## config.mk

```make
export PLATFORM = sky130hd
export DESIGN_NAME = led_chaser
export DESIGN_NICKNAME = d
export VERILOG_FILES = /design/src/rtl/chase_pkg.sv /design/src/rtl/chase_prescaler.sv /design/src/rtl/chase_ring.sv /design/src/rtl/chase_drive.sv /design/src/rtl/led_chaser.sv
export SDC_FILE = /design/constraint.sdc
export NUM_CORES = 1
export LEC_CHECK = 0
export BUFFER_PORTS_ARGS = -buffer_cell sky130_fd_sc_hd__buf_2
export CORE_MARGIN = 4
export CORE_UTILIZATION = 36
export CTS_CLUSTER_DIAMETER = 150
export DETAILED_ROUTE_END_ITERATION = 6
export PLACE_DENSITY = 0.49
export SYNTH_ARGS = -nofsm -noshare
export SYNTH_HDL_FRONTEND = slang
export SYNTH_SLANG_ARGS = --single-unit
```

## constraint.sdc

```tcl
create_clock -name clk -period 2.1 [get_ports clk]
set_clock_uncertainty 0.05 [all_clocks]
set_input_delay 0.21 -clock clk [delete_from_list [all_inputs] [get_ports clk]]
set_output_delay 0.21 -clock clk [all_outputs]
set_load 0.1 [all_outputs]
```

## src/rtl/chase_pkg.sv

```systemverilog
package chase_pkg;

   // Electrical sense of the LED pins.
   typedef enum logic {
      POL_ACTIVE_HIGH = 1'b0,
      POL_ACTIVE_LOW  = 1'b1
   } led_pol_e;

endpackage

```

## src/rtl/chase_prescaler.sv

```systemverilog
module chase_prescaler #(
   parameter int unsigned PERIOD = 25_000_000
) (
   input  logic clk,
   input  logic rst,
   output logic tick
);
   localparam int unsigned CW = (PERIOD > 1) ? $clog2(PERIOD) : 1;
   localparam logic [CW-1:0] LAST = CW'(PERIOD - 1);

   if (PERIOD < 2) begin : g_bad_period
      $error("chase_prescaler: PERIOD must be at least 2");
   end

   logic [CW-1:0] cnt_q;

   always_ff @(posedge clk) begin
      if (rst)
         cnt_q <= '0;
      else if (cnt_q == LAST)
         cnt_q <= '0;
      else
         cnt_q <= cnt_q + 1'b1;
   end

   assign tick = (cnt_q == LAST);

endmodule

```

## src/rtl/chase_ring.sv

```systemverilog
module chase_ring #(
   parameter int unsigned WIDTH = 8
) (
   input  logic             clk,
   input  logic             rst,
   input  logic             step,
   output logic [WIDTH-1:0] pos
);
   localparam logic [WIDTH-1:0] HOME = {1'b1, {(WIDTH-1){1'b0}}};

   if (WIDTH < 2) begin : g_bad_width
      $error("chase_ring: WIDTH must be at least 2");
   end

   logic [WIDTH-1:0] pos_q;

   always_ff @(posedge clk) begin
      if (rst)
         pos_q <= HOME;
      else if (step)
         pos_q <= {pos_q[0], pos_q[WIDTH-1:1]};
   end

   assign pos = pos_q;

endmodule

```

## src/rtl/chase_drive.sv

```systemverilog
module chase_drive
   import chase_pkg::*;
#(
   parameter int unsigned WIDTH = 8,
   parameter led_pol_e    POL   = POL_ACTIVE_LOW
) (
   input  logic [WIDTH-1:0] lit,
   output logic [WIDTH-1:0] pins
);
   if (POL == POL_ACTIVE_LOW) begin : g_sink
      assign pins = ~lit;
   end else begin : g_source
      assign pins = lit;
   end

endmodule

```

## src/rtl/led_chaser.sv

```systemverilog
module led_chaser
   import chase_pkg::*;
#(
   parameter int unsigned CLK_HZ    = 50_000_000,
   parameter int unsigned STEP_MS   = 500,
   parameter int unsigned LED_COUNT = 8,
   parameter led_pol_e    POL       = POL_ACTIVE_LOW
) (
   input  logic                 clk,
   input  logic                 rst,
   output logic [LED_COUNT-1:0] led_n
);
   localparam int unsigned STEP_CYCLES = CLK_HZ / 1000 * STEP_MS;

   if (CLK_HZ < 1000) begin : g_bad_clk
      $error("led_chaser: CLK_HZ must be at least 1000");
   end
   if (STEP_CYCLES < 2) begin : g_bad_step
      $error("led_chaser: step interval must span at least 2 cycles");
   end

   logic                 step_tick;
   logic [LED_COUNT-1:0] lit_pos;

   chase_prescaler #(.PERIOD(STEP_CYCLES)) u_prescale (
      .clk  (clk),
      .rst  (rst),
      .tick (step_tick)
   );

   chase_ring #(.WIDTH(LED_COUNT)) u_ring (
      .clk  (clk),
      .rst  (rst),
      .step (step_tick),
      .pos  (lit_pos)
   );

   chase_drive #(.WIDTH(LED_COUNT), .POL(POL)) u_drive (
      .lit  (lit_pos),
      .pins (led_n)
   );

endmodule

```

==> results.json <==
{
  "netlist_cell_types": 29,
  "global_route.overflow_total": 0,
  "fp.dieArea_um2": 5350,
  "detail_route.vias_per_cell": 5.151,
  "timing.final.setup_violations": 0,
  "crit_required_ns": 2.28,
  "die_width_um": 73.15,
  "report.final.slew_viol_count": 0,
  "tritoncts": "yes",
  "start_util": 0.3765,
  "min-delay-path-class": "input port to flop",
  "avgRoutedWirePerCell_um": 12.55,
  "arrival_ns": 2.16,
  "syn_area_um2": 1528,
  "drt_pass1_iterations": 4,
  "drt_iter0_markers": 42,
  "worst-path-buf-inv": 0,
  "placed_cell_area_um2": 1722,
  "synth_sequential_area_ratio": 0.4324,
  "die_height_um": 73.15,
  "drt-total-wl_um": 3238,
  "nets": 210,
  "timing.critical_path.slowest_stage_cell": "or4_1",
  "final_layout_size_suffix_gt1_frac": 0.1971,
  "clock-root-buffer": "clkbuf_8",
  "outcome": "finished, final reports clean",
  "cap_viol_max_count": 0,
  "clock-sinks": 33,
  "grtUsageTotal": 0.1334,
  "finalWeightedCongestion": 0.8508,
  "power.density_cell_area_nw_per_um2": 693.7,
  "post_synth.cell_area_avg_um2": 8.303,
  "timing.rr.start": "u_prescale.cnt_q[5]$_SDFF_PP0_",
  "worst-slew-pin-transition_ns": 0.4906,
  "ant_nets": 0,
  "setup_total_negative_slack_ns": 0,
  "top_level_ports": 10,
  "first_global_vias": 1216,
  "clkSlewWorstSetupHoldPaths_ns": 0.07,
  "cts_htree_levels": 2,
  "drt_drc": 0,
  "antenna_found_initial": 0,
  "power.ir.vdd_worst_uv": 397.7,
  "syn-num-nets": 187,
  "layout.cell_area.non_filler_um2": 1854,
  "core_um2": 4058,
  "hold_crit_start": "rst",
  "timing.fmax_mhz": 502.8,
  "grt_start_max_net_pins": 16,
  "critical_path_class": "flop to flop",
  "cts_buffer_depth": 2,
  "final_period_minus_worst_setup_slack_ns": 1.989,
  "startpoint": "u_prescale.cnt_q[5]$_SDFF_PP0_",
  "relSlewSlack": 0.6752,
  "num_antenna_cells": 0,
  "synth-seq-cells": 33,
  "leakage_nw": 0.6037,
  "final_min_period_over_clock_period": 0.9470,
  "global_route_wire_length_before_repair_um": 5540,
  "synth-warning-count": 0,
  "insertion_delay_ns": 0.28,
  "dp_hpwl_um": 2312,
  "routed-via-count": 1329,
  "critPathCaptureType": "flop",
  "finalCoreUtilization": 0.4570,
  "rsz0062_at_grt": "false",
  "cp_cell_sequence": "nand4_1 -> or4_1 -> or4_4 -> a21oi_2",
  "port-buffer-count": 9,
  "post_synth_inst_count": 184,
  "flow.area_growth_from_synthesis_pct": 21.38,
  "inserted_clock_buffers": 5,
  "path_max_fanout": 9,
  "hold_viol_final": 0,
  "cell_type_group_with_the_largest_total_delay_on_the_critical_path": "simple AND/OR/NAND/NOR gates",
  "slowest_delay_ns": 0.73,
  "core.rowCount": 23,
  "startpoint_type": "flop"
}
timing repair:
item	4_1_cts	5_1_grt
pin swaps	0	1
setup buffers	0	1
endpoints found under the setup margin	1	9
cloned	0	0
hold buffers	0	0
resized for setup	1	3
final timing paths:
path,end,slack [ns],cells past startpoint
max reg2reg,u_prescale.cnt_q[21]$_SDFF_PP0_,0.11,4
max,u_prescale.cnt_q[21]$_SDFF_PP0_,0.11,4
min,u_ring.pos[4]$_SDFFE_PP0N_,0.16,2
min reg2reg,u_prescale.cnt_q[24]$_SDFF_PP0_,0.44,2
metrics by stage:
stage / total power, mW / cells / hold slack (ns) / worst slack [ns]
after floorplan: 0.6683 / 184 / 0.3915 / 0.1473
after global placement: 0.6817 / 249 / 0.4077 / 0.06573
after global routing: 1.347 / 258 / 0.1566 / 0.01868
after CTS: 1.313 / 257 / 0.1454 / 0.02785
after detailed placement: 0.6839 / 249 / 0.4310 / 0.01433
final: 1.286 / 258 / 0.1624 / 0.1113
layer usage:
layer,part of all wire,track usage
met3,0.035,0.04132
met1,0.48,0.1685
met2,0.47,0.2125
met5,0,0
met4,0.017,0.04918
cell type report:
class                      instances  area (um2)
fill                             417        2203
multi-input combinational        128       782.0
sequential                        33       663.1
timing repair buffer              25       177.7
clock buffer                       7       86.33
tap                               50       62.56
inverter                          14       52.55
clock inverter                     1       30.03
Yosys cell counts:
cell      count  area share
a21oi_1      15       0.049
o21ai_0      15       0.049
or4_1         4       0.020
nor4b_1       2       0.011
xnor2_1      11       0.063
nand3_1      17       0.056
and4_1        2       0.011
xor2_1        3       0.017
nand4_1       3       0.012
clkbuf_1      3      0.0074
nor2_1       18       0.044
o31ai_1       2      0.0098
or4_4         1      0.0074
and3_1        2      0.0082
or3_1        10       0.041
nor2b_1       2      0.0082
ha_1          1      0.0082
buf_2         4       0.013
o21bai_4      1       0.012
inv_1        14       0.034
nand2_1       7       0.017
buf_1         2      0.0049
a21oi_2       1      0.0057
nand4_4       1       0.014
nor4_1        4       0.016
nor3_1        4       0.013
nand3b_1      1      0.0049
nor4_2        1      0.0082
dfxtp_1      33        0.43
worst register-to-register path: stages, from the launching register on:
cell     delay [ns]
dfxtp_1        0.35
nand4_1        0.20
or4_1          0.73
or4_4          0.47
a21oi_2        0.13
cell families (layout without fill, tap and decap cells):
kind of cell,count (synthesis),after routing,share of synthesized area
AOI/OAI and AO/OA,34,34,0.1261
buffers and inverters,23,47,0.05979
xor gates and xnor gates,14,14,0.08026
DFF,33,33,0.4324
adders and majority gates,1,1,0.008189
and+or+nand+nor,79,79,0.2932
sequential cells by signal, summed over array words and instances, names as in the netlist:
name              flops
u_prescale.cnt_q     25
u_ring.pos            8
cells in the final DEF (no fill, tap or decap), drive strengths merged, types with 10 or more instances in the layout:
master / netlist / routed
dfxtp: 33 / 33
buf: 6 / 25
nor2: 18 / 18
nand3: 17 / 17
a21oi: 16 / 16
o21ai: 15 / 15
inv: 14 / 14
xnor2: 11 / 11
or3: 10 / 10
report_power, final:
part	leakage, nW	internal [mW]	switching (mW)
clock	0.0585	0.387	0.229
sequential	0.267	0.631	0.00392
combinational	0.278	0.0161	0.0194
total	0.604	1.03	0.252
Note: power is estimated with default switching activity, not from simulation.
